### src/rtl/uart_dr_pkg.sv
package uart_dr_pkg;

  // status byte bit positions
  localparam int ST_TXE  = 7;
  localparam int ST_TXC  = 6;
  localparam int ST_RXF  = 5;
  localparam int ST_IDLE = 4;
  localparam int ST_OVR  = 3;

  // oversampling ratio and the samples used for the vote
  localparam int OVS     = 16;
  localparam int VOTE_A  = 8;
  localparam int VOTE_B  = 9;
  localparam int VOTE_C  = 10;

  // coarse prescaler factor for each code
  function automatic int unsigned coarse_factor(input int unsigned code);
    case (code)
      0: return 1;
      1: return 3;
      2: return 4;
      default: return 13;
    endcase
  endfunction

  // clock cycles per oversampling tick
  function automatic int unsigned tick_period(input int unsigned pre_code,
                                              input int unsigned div_code,
                                              input int unsigned ext);
    int unsigned e;
    e = (ext == 0) ? 1 : ext;
    return 2 * coarse_factor(pre_code) * (32'd1 << div_code) * e;
  endfunction

  // samples per frame used for the idle timeout
  function automatic int unsigned frame_samples(input logic nine);
    return nine ? 11 * OVS : 10 * OVS;
  endfunction

endpackage

### src/rtl/uart_dr_rategen.sv
module uart_dr_rategen #(
  parameter int PER_W = 20
) (
  input  logic             clk,
  input  logic             rst_n,
  input  logic             run,
  input  logic             restart,
  input  logic [PER_W-1:0] period,
  output logic             tick
);
  logic [PER_W-1:0] cnt;

  always_ff @(posedge clk) begin
    if (!rst_n) begin
      cnt <= '0;
    end else if (!run || restart) begin
      cnt <= period - PER_W'(1);
    end else if (cnt == '0) begin
      cnt <= period - PER_W'(1);
    end else begin
      cnt <= cnt - PER_W'(1);
    end
  end

  assign tick = run && !restart && (cnt == '0);
endmodule

### src/rtl/uart_dr_tx.sv
module uart_dr_tx (
  input  logic       clk,
  input  logic       rst_n,
  input  logic       en,
  input  logic       tick,
  input  logic       word9,
  input  logic       wr,
  input  logic [7:0] data,
  input  logic       bit8,
  output logic       txd,
  output logic       tx_empty,
  output logic       tx_done,
  output logic       busy,
  output logic       load
);
  import uart_dr_pkg::*;
  localparam int FW = 11;

  logic          full;
  logic [7:0]    hold;
  logic          hold8;
  logic [FW-1:0] shreg;
  logic [3:0]    bitc;
  logic [3:0]    tcnt;
  logic [3:0]    last;
  logic          wr_ok;

  assign wr_ok = wr && !full;
  assign load  = en && !busy && full;

  always_ff @(posedge clk) begin
    if (!rst_n) begin
      full    <= 1'b0;
      hold    <= '0;
      hold8   <= 1'b0;
      busy    <= 1'b0;
      shreg   <= '1;
      bitc    <= '0;
      tcnt    <= '0;
      last    <= 4'd9;
      tx_done <= 1'b1;
    end else begin
      if (wr_ok) begin
        full    <= 1'b1;
        hold    <= data;
        hold8   <= bit8;
        tx_done <= 1'b0;
      end
      if (load) begin
        full  <= 1'b0;
        busy  <= 1'b1;
        shreg <= word9 ? {1'b1, hold8, hold, 1'b0} : {2'b11, hold, 1'b0};
        bitc  <= '0;
        tcnt  <= '0;
        last  <= word9 ? 4'd10 : 4'd9;
      end else if (busy && tick) begin
        if (tcnt == 4'(OVS - 1)) begin
          tcnt  <= '0;
          shreg <= {1'b1, shreg[FW-1:1]};
          bitc  <= bitc + 4'd1;
          if (bitc == last) begin
            busy <= 1'b0;
            if (!wr_ok) tx_done <= !full;
          end
        end else begin
          tcnt <= tcnt + 4'd1;
        end
      end
    end
  end

  assign tx_empty = !full;
  assign txd      = busy ? shreg[0] : 1'b1;
endmodule

### src/rtl/uart_dr_rx.sv
module uart_dr_rx (
  input  logic       clk,
  input  logic       rst_n,
  input  logic       en,
  input  logic       tick,
  input  logic       rxd,
  input  logic       word9,
  input  logic       rd,
  output logic [7:0] data,
  output logic       bit8,
  output logic       full,
  output logic       ovr,
  output logic       idle,
  output logic       done
);
  import uart_dr_pkg::*;

  logic [1:0] sync;
  logic       rxs;
  logic       active;
  logic [3:0] scnt;
  logic [4:0] cur;
  logic [3:0] bidx;
  logic [3:0] last;
  logic       s_a, s_b, maj, vote;
  logic [8:0] sh;
  logic       armed;
  logic [7:0] icnt;
  logic [7:0] itarget;

  assign rxs     = sync[1];
  assign cur     = {1'b0, scnt} + 5'd1;
  assign maj     = (s_a & s_b) | (s_a & rxs) | (s_b & rxs);
  assign last    = word9 ? 4'd10 : 4'd9;
  assign vote    = en && active && tick && (cur == 5'(VOTE_C));
  assign done    = vote && (bidx == last);
  assign itarget = 8'(frame_samples(word9));

  always_ff @(posedge clk) begin
    if (!rst_n) begin
      sync   <= 2'b11;
      active <= 1'b0;
      scnt   <= '0;
      bidx   <= '0;
      s_a    <= 1'b1;
      s_b    <= 1'b1;
      sh     <= '0;
      data   <= '0;
      bit8   <= 1'b0;
      full   <= 1'b0;
      ovr    <= 1'b0;
      idle   <= 1'b0;
      armed  <= 1'b0;
      icnt   <= '0;
    end else begin
      sync <= {sync[0], rxd};
      if (rd) begin
        full <= 1'b0;
        ovr  <= 1'b0;
        idle <= 1'b0;
      end
      if (!en) begin
        active <= 1'b0;
      end else if (tick) begin
        if (!active) begin
          if (!rxs) begin
            active <= 1'b1;
            scnt   <= 4'd1;
            bidx   <= '0;
            icnt   <= '0;
          end else if (armed) begin
            if (icnt + 8'd1 == itarget) begin
              idle  <= 1'b1;
              armed <= 1'b0;
              icnt  <= '0;
            end else begin
              icnt <= icnt + 8'd1;
            end
          end
        end else begin
          if (cur == 5'(VOTE_A)) s_a <= rxs;
          if (cur == 5'(VOTE_B)) s_b <= rxs;
          if (cur == 5'(VOTE_C)) begin
            if (bidx == 4'd0) begin
              if (maj) active <= 1'b0;
            end else if (bidx == last) begin
              active <= 1'b0;
              armed  <= 1'b1;
              icnt   <= '0;
            end else begin
              sh <= {maj, sh[8:1]};
            end
          end
          if (cur == 5'(OVS)) begin
            scnt <= '0;
            bidx <= bidx + 4'd1;
          end else begin
            scnt <= cur[3:0];
          end
        end
      end
      if (done) begin
        if (full) begin
          ovr <= 1'b1;
        end else begin
          full <= 1'b1;
          data <= word9 ? sh[7:0] : sh[8:1];
          if (word9) bit8 <= sh[8];
        end
      end
    end
  end
endmodule

### src/rtl/uart_dual_rate.sv
module uart_dual_rate #(
  parameter int DIV_W = 3,
  parameter int EXT_W = 8
) (
  input  logic             clk,
  input  logic             rst_n,
  input  logic             cfg_wr,
  input  logic [1:0]       cfg_pre,
  input  logic [DIV_W-1:0] cfg_tx_div,
  input  logic [DIV_W-1:0] cfg_rx_div,
  input  logic [EXT_W-1:0] cfg_tx_ext,
  input  logic [EXT_W-1:0] cfg_rx_ext,
  input  logic             tx_en,
  input  logic             rx_en,
  input  logic             word9,
  input  logic             tx_wr,
  input  logic [7:0]       tx_data,
  input  logic             tx_bit8,
  input  logic             rx_rd,
  output logic [7:0]       rx_data,
  output logic             rx_bit8,
  input  logic             ie_txe,
  input  logic             ie_txc,
  input  logic             ie_rxf,
  input  logic             ie_idle,
  output logic [7:0]       status,
  output logic             irq,
  input  logic             rxd,
  output logic             txd
);
  import uart_dr_pkg::*;

  // 1 for the doubling, 4 for the largest coarse factor, then the two dividers
  localparam int PER_W = 1 + 4 + (2 ** DIV_W - 1) + EXT_W;

  logic [1:0]       pre_q;
  logic [DIV_W-1:0] tdiv_q, rdiv_q;
  logic [EXT_W-1:0] text_q, rext_q;
  logic [PER_W-1:0] tx_period, rx_period;
  logic             tx_tick, rx_tick;
  logic             tx_busy, tx_load, tx_empty, tx_done;
  logic             rx_full, rx_ovr, rx_idle, rx_done;
  logic             cfg_ok;

  assign cfg_ok = cfg_wr && !tx_en && !rx_en;

  always_ff @(posedge clk) begin
    if (!rst_n) begin
      pre_q  <= '0;
      tdiv_q <= '0;
      rdiv_q <= '0;
      text_q <= '0;
      rext_q <= '0;
    end else if (cfg_ok) begin
      pre_q  <= cfg_pre;
      tdiv_q <= cfg_tx_div;
      rdiv_q <= cfg_rx_div;
      text_q <= cfg_tx_ext;
      rext_q <= cfg_rx_ext;
    end
  end

  assign tx_period = PER_W'(tick_period(32'(pre_q), 32'(tdiv_q), 32'(text_q)));
  assign rx_period = PER_W'(tick_period(32'(pre_q), 32'(rdiv_q), 32'(rext_q)));

  uart_dr_rategen #(.PER_W(PER_W)) u_tx_rate (
    .clk(clk), .rst_n(rst_n), .run(tx_en || tx_busy), .restart(tx_load),
    .period(tx_period), .tick(tx_tick)
  );

  uart_dr_rategen #(.PER_W(PER_W)) u_rx_rate (
    .clk(clk), .rst_n(rst_n), .run(rx_en), .restart(1'b0),
    .period(rx_period), .tick(rx_tick)
  );

  uart_dr_tx u_tx (
    .clk(clk), .rst_n(rst_n), .en(tx_en), .tick(tx_tick), .word9(word9),
    .wr(tx_wr), .data(tx_data), .bit8(tx_bit8), .txd(txd),
    .tx_empty(tx_empty), .tx_done(tx_done), .busy(tx_busy), .load(tx_load)
  );

  uart_dr_rx u_rx (
    .clk(clk), .rst_n(rst_n), .en(rx_en), .tick(rx_tick), .rxd(rxd),
    .word9(word9), .rd(rx_rd), .data(rx_data), .bit8(rx_bit8),
    .full(rx_full), .ovr(rx_ovr), .idle(rx_idle), .done(rx_done)
  );

  always_comb begin
    status          = '0;
    status[ST_TXE]  = tx_empty;
    status[ST_TXC]  = tx_done;
    status[ST_RXF]  = rx_full;
    status[ST_IDLE] = rx_idle;
    status[ST_OVR]  = rx_ovr;
  end

  assign irq = (ie_txe && tx_empty) || (ie_txc && tx_done) ||
               (ie_rxf && (rx_full || rx_ovr)) || (ie_idle && rx_idle);
endmodule

### config.mk
export PLATFORM = sky130hd
export DESIGN_NAME = uart_dual_rate
export DESIGN_NICKNAME = d
export VERILOG_FILES = /design/src/rtl/uart_dr_pkg.sv /design/src/rtl/uart_dr_rategen.sv /design/src/rtl/uart_dr_tx.sv /design/src/rtl/uart_dr_rx.sv /design/src/rtl/uart_dual_rate.sv
export SDC_FILE = /design/constraint.sdc
export NUM_CORES = 1
export LEC_CHECK = 0
export BUFFER_PORTS_ARGS = -buffer_cell sky130_fd_sc_hd__buf_2
export CORE_UTILIZATION = 51
export CTS_BUF_LIST = sky130_fd_sc_hd__clkbuf_4 sky130_fd_sc_hd__clkbuf_8
export CTS_CLUSTER_DIAMETER = 60
export DETAILED_ROUTE_END_ITERATION = 8
export PLACE_DENSITY = 0.73
export SETUP_SLACK_MARGIN = 0.2
export SYNTH_ARGS = -nofsm -noshare
export SYNTH_HDL_FRONTEND = slang
export SYNTH_SLANG_ARGS = --single-unit
### constraint.sdc
create_clock -name clk -period 18.9 [get_ports clk]
set_input_delay 1.89 -clock clk [delete_from_list [all_inputs] [get_ports clk]]
set_output_delay 1.89 -clock clk [all_outputs]
set_load 0.01 [all_outputs]
==> impl.org <==
** Timing
- Final Setup Violations :: 0
- Worst slew margin relative to its limit :: 0.205
- Final period utilization :: 0.470
- For the final database, setup skew stands at between 0.03 and 0.04 ns.
- Fin. Hold Viols :: 0
- Actual slew at the worst max-slew pin :: between 1 and 1.5 ns
- Slew Viols, Final :: 0
- Setup repair after global routing missed its margin :: no
- After routing, the total negative slack on setup checks comes to 0 ns.
- The clock period could shrink to a little under 9 ns.
- Max Fclk :: 0.112 GHz

** Synthesis
- Post-synth EDFFs :: 0
- Leading post-synthesis cells by cell area :: sky130_fd_sc_hd__fa_1, sky130_fd_sc_hd__dfxtp_1, sky130_fd_sc_hd__ha_1, sky130_fd_sc_hd__and2_1, sky130_fd_sc_hd__inv_1
- Mean area per synthesized cell :: 8.37 µm²
- Mapped Cells :: between 1.5k and 2k
- For this run, asynchronously set or reset flops after synthesis account for 0.
- Sequential area share after synthesis :: 0.176
- Library cell with the largest summed area after synthesis :: sky130_fd_sc_hd__fa_1
- Ranked by instance count, the synthesized netlist is headed by sky130_fd_sc_hd__inv_1, sky130_fd_sc_hd__nand2_1, sky130_fd_sc_hd__fa_1.
- Fraction of synthesized cell area taken by the top area cell type :: 0.196
- Among all cell types in the netlist, the one instantiated most often is sky130_fd_sc_hd__inv_1.
- During synthesis, Yosys emitted a total of 0 warnings.
- The netlist uses a little over 80 different library cells.
- Synthesized area :: about 16000 µm²
- Among all flip-flop cells after synthesis, the most frequent one is sky130_fd_sc_hd__dfxtp_1.
- Register bit total from synthesis :: about 140

** Pwr
- Power density cells :: about 45 nW/µm²
- The worst-case IR drop observed on VDD is roughly 43 µV.
- Overall power consumption after layout is estimated at between 0.0007 and 0.0008 W.
- Static leakage power :: a little over 8 nW

** Detailed routing
- Via/cell ratio :: 5.42
- Post-Route WL :: between 30000 and 40000 µm
- Routed WL per cell :: 14.5 µm
- Antenna-violating nets left :: 0
- Before antenna repair, the detailed router went through 5 iterations.
- In the routed design, unresolved DRC markers number 0.
- For this block, the initial DRC count from the detailed router was between 700 and 800.
- The detailed router placed between 10k and 15k vias in this run.

** Die
- Die Footprint :: roughly 32000 µm²
- Measured along the y axis, the die boundary spans 178 µm.
- Area of the placeable core :: about 31000 µm²
- Horizontal die dimension :: about 180 µm
- Starting density of the core :: 0.517
- The floorplan has 64 rows.
- Count of boundary I/O pins :: 65

** CTS
- Clock-pin slew was measured on the worst setup and hold paths at about 0.09 ns.
- Counting the buffers created by CTS gives 17.
- The clock passes through at most 2 buffers.
- Depth of the CTS H-tree :: 4
- Once the clock tree was built, the resizer swapped 0 gates to a different size.
- Clock tree from TritonCTS :: built
- Clock latency on the worst-skew pair :: ~0.5 ns
- The clock net in this run drives a total of ~140 sinks.
- Setup bufs post-CTS :: 0
- Root buf cell :: sky130_fd_sc_hd__clkbuf_8
- The number of hold buffers added after CTS was 0.

** Global routing
- Global-route wire length before repair :: roughly 57000 µm
- Tot GR Track Use :: 0.220
- Pin count of the biggest net entering global routing :: 70
- Number of antenna violations at the first check in global routing :: 0
- Global routing finished with a remaining overflow of 0.
- Vias in the first global route :: ~12k

** Finish
- Measured on the finished design, the core utilization comes to 0.545.
- Number of nets at the end of the flow :: roughly 2.2k
- Of the cells placed in the final design, the portion with a size suffix greater than 1 is 0.0679.
- From synthesis to final layout, the design area changed by 5.42%.
- Count of non-filler cells in the finished layout :: around 2.3k
- Number of diodes added for antenna fixing :: 0
- Fill cells in the final layout number between 2k and 3k.
- Final standard cell area without fillers :: 16600 µm²

** Min path
- Along the worst hold path, the cell count comes to 1.
- The path class of the tightest hold or removal check is reg2reg.
- Hold path start :: u_rx.sync[0]
- For hold timing, the worst endpoint is u_rx.sync[1].

** Setup path
- Register-to-Register Path Depth :: 28
- On the worst path, the slowest cell contributes a delay of around 0.63 ns.
- In this run the critical register-to-register path is captured at u_rx_rate.cnt[19].
- Type of origin of the critical path :: flop
- Capturing element type of the critical path :: flop
- For the worst setup path, the data required time is 19.25 ns.
- Arrival time at the worst endpoint :: around 9.2 ns
- Launch point of the worst reg-to-reg path :: rdiv_q[2]
- R2r setup slk :: around 10 ns
- Cell occurring most often along the worst timing path :: sky130_fd_sc_hd__fa_1
- Along the worst path, the maximum fanout reaches 27.
- CP Class :: reg2reg
- Slowest stage cell on the critical path :: sky130_fd_sc_hd__or4b_2

** Placement
- Buffers placed on the I/O ports in this run total 61.
- Post-place instance area :: about 16000 µm²
- The wire-length estimate of the detail-placed layout is 25400 µm.
- Post-Place Cells :: 2264
- Final estimated routing congestion in global placement :: 0.846

** Status
- The run finished with clean final reports.

** Job
- Number of max-capacitance violations reported :: 0
## final cells by class
type | instances | area (µm²) | area share
Tap cell | 396 | 495 | 0.0298
Timing Repair Buffer | 66 | 345 | 0.0208
Multi-Input combinational cell | 1435 | 11800 | 0.708
Inverter | 228 | 856 | 0.0515
Clock inverter | 14 | 136 | 0.00821
Sequential cell | 139 | 2780 | 0.167
Clock buffer | 18 | 241 | 0.0145
## power by group
group          switching, W  total (W)  internal [W]
Sequential        0.0000226   0.000333      0.000311
Combinational     0.0000888   0.000160     0.0000712
Clock              0.000138   0.000246      0.000108
## worst max path at each step
stage | startpoint | end | slack, ns | cells after the start
2_1_floorplan | rdiv_q[0] | u_rx_rate.cnt[19] | 10.93 | 29
3_3_place_gp | pre_q[1] | u_rx_rate.cnt[19] | 10.40 | 28
3_5_place_dp | pre_q[1] | u_rx_rate.cnt[19] | 10.19 | 28
4_1_cts | pre_q[1] | u_rx_rate.cnt[19] | 10.13 | 28
5_1_grt | pre_q[1] | u_rx_rate.cnt[19] | 9.45 | 28
6_report | rdiv_q[2] | u_rx_rate.cnt[19] | 10.01 | 28
## routing by layer
metal	global-route usage	part of all wire	up-vias
li1	-	-	6201
met1	0.284	0.46	5956
met2	0.378	0.48	255
met3	0.0347	0.040	36
met4	0.0623	0.018	0
met5	0	0	-
## sequential cells by signal, indices dropped and copies added (netlist names), 3 cells and up
| name | cells |
|---|---|
| u_rx_rate.cnt | 20 |
| u_tx_rate.cnt | 20 |
| u_tx.shreg | 10 |
| u_rx.sh | 9 |
| rext_q | 8 |
| text_q | 8 |
| u_rx.data | 8 |
| u_rx.icnt | 8 |
| u_tx.hold | 8 |
| u_rx.bidx | 4 |
| u_rx.scnt | 4 |
| u_tx.bitc | 4 |
| u_tx.tcnt | 4 |
| rdiv_q | 3 |
| tdiv_q | 3 |
## cell families (layout without fill, tap and decap cells)
| kind of cell | count (synthesis) | in the layout | share of synthesized area |
|---|---|---|---|
| xor gates and xnor gates | 108 | 108 | 0.0617 |
| DFF | 139 | 139 | 0.176 |
| adders and majority gates | 269 | 269 | 0.287 |
| muxes | 25 | 25 | 0.0160 |
| other | 1 | 3 | 0.000238 |
| and+or+nand+nor | 757 | 757 | 0.254 |
| AOI/OAI and AO/OA | 273 | 273 | 0.127 |
| buffers and inverters | 312 | 326 | 0.0780 |
## stage by stage
step	setup WS [ns]	hold WS, ns
after floorplan	10.93	0.386
after global placement	10.40	0.407
after detailed placement	10.19	0.401
after CTS	10.13	0.436
after global routing	9.45	0.465
final	10.01	0.437
## critical path: cells and delay by family, from the launching register on
| kind | cells | cell delay (ns) |
|---|---|---|
| simple gates | 7 | 1.73 |
| flops | 1 | 0.56 |
| fa+ha+maj | 8 | 3.72 |
| xor+xnor | 1 | 0.45 |
| compound gates | 9 | 2.16 |
| buf+inv | 3 | 0.15 |
## layout by cell type, fill, tap and decap left out, types with 6 or more instances in the layout
| cell type | netlist | routed |
|---|---|---|
| sky130_fd_sc_hd__a211o_1 | 6 | 6 |
| sky130_fd_sc_hd__a211oi_1 | 15 | 15 |
| sky130_fd_sc_hd__a21boi_0 | 46 | 46 |
| sky130_fd_sc_hd__a21o_1 | 13 | 13 |
| sky130_fd_sc_hd__a21oi_1 | 39 | 39 |
| sky130_fd_sc_hd__and2_1 | 144 | 144 |
| sky130_fd_sc_hd__and3_1 | 23 | 23 |
| sky130_fd_sc_hd__buf_2 | 2 | 60 |
| sky130_fd_sc_hd__buf_4 | 9 | 6 |
| sky130_fd_sc_hd__clkbuf_8 | 0 | 17 |
| sky130_fd_sc_hd__dfxtp_1 | 139 | 139 |
| sky130_fd_sc_hd__fa_1 | 154 | 154 |
| sky130_fd_sc_hd__ha_1 | 114 | 114 |
| sky130_fd_sc_hd__inv_1 | 228 | 228 |
| sky130_fd_sc_hd__mux2i_1 | 24 | 24 |
| sky130_fd_sc_hd__nand2_1 | 224 | 224 |
| sky130_fd_sc_hd__nand2b_1 | 36 | 36 |
| sky130_fd_sc_hd__nand3_1 | 52 | 52 |
| sky130_fd_sc_hd__nand3b_1 | 8 | 8 |
| sky130_fd_sc_hd__nand4_1 | 6 | 6 |
| sky130_fd_sc_hd__nor2_1 | 86 | 85 |
| sky130_fd_sc_hd__nor2b_1 | 49 | 49 |
| sky130_fd_sc_hd__nor3_1 | 52 | 52 |
| sky130_fd_sc_hd__nor3b_1 | 6 | 6 |
| sky130_fd_sc_hd__nor4_1 | 20 | 20 |
| sky130_fd_sc_hd__o211a_1 | 32 | 32 |
| sky130_fd_sc_hd__o211ai_1 | 11 | 11 |
| sky130_fd_sc_hd__o21a_1 | 18 | 18 |
| sky130_fd_sc_hd__o21ai_0 | 36 | 36 |
| sky130_fd_sc_hd__o21ai_1 | 8 | 8 |
| sky130_fd_sc_hd__o311a_1 | 8 | 8 |
| sky130_fd_sc_hd__or2_2 | 8 | 8 |
| sky130_fd_sc_hd__or3_1 | 14 | 14 |
| sky130_fd_sc_hd__xnor2_1 | 68 | 68 |
| sky130_fd_sc_hd__xor2_1 | 38 | 38 |
Note: power is estimated with default switching activity, not from simulation.
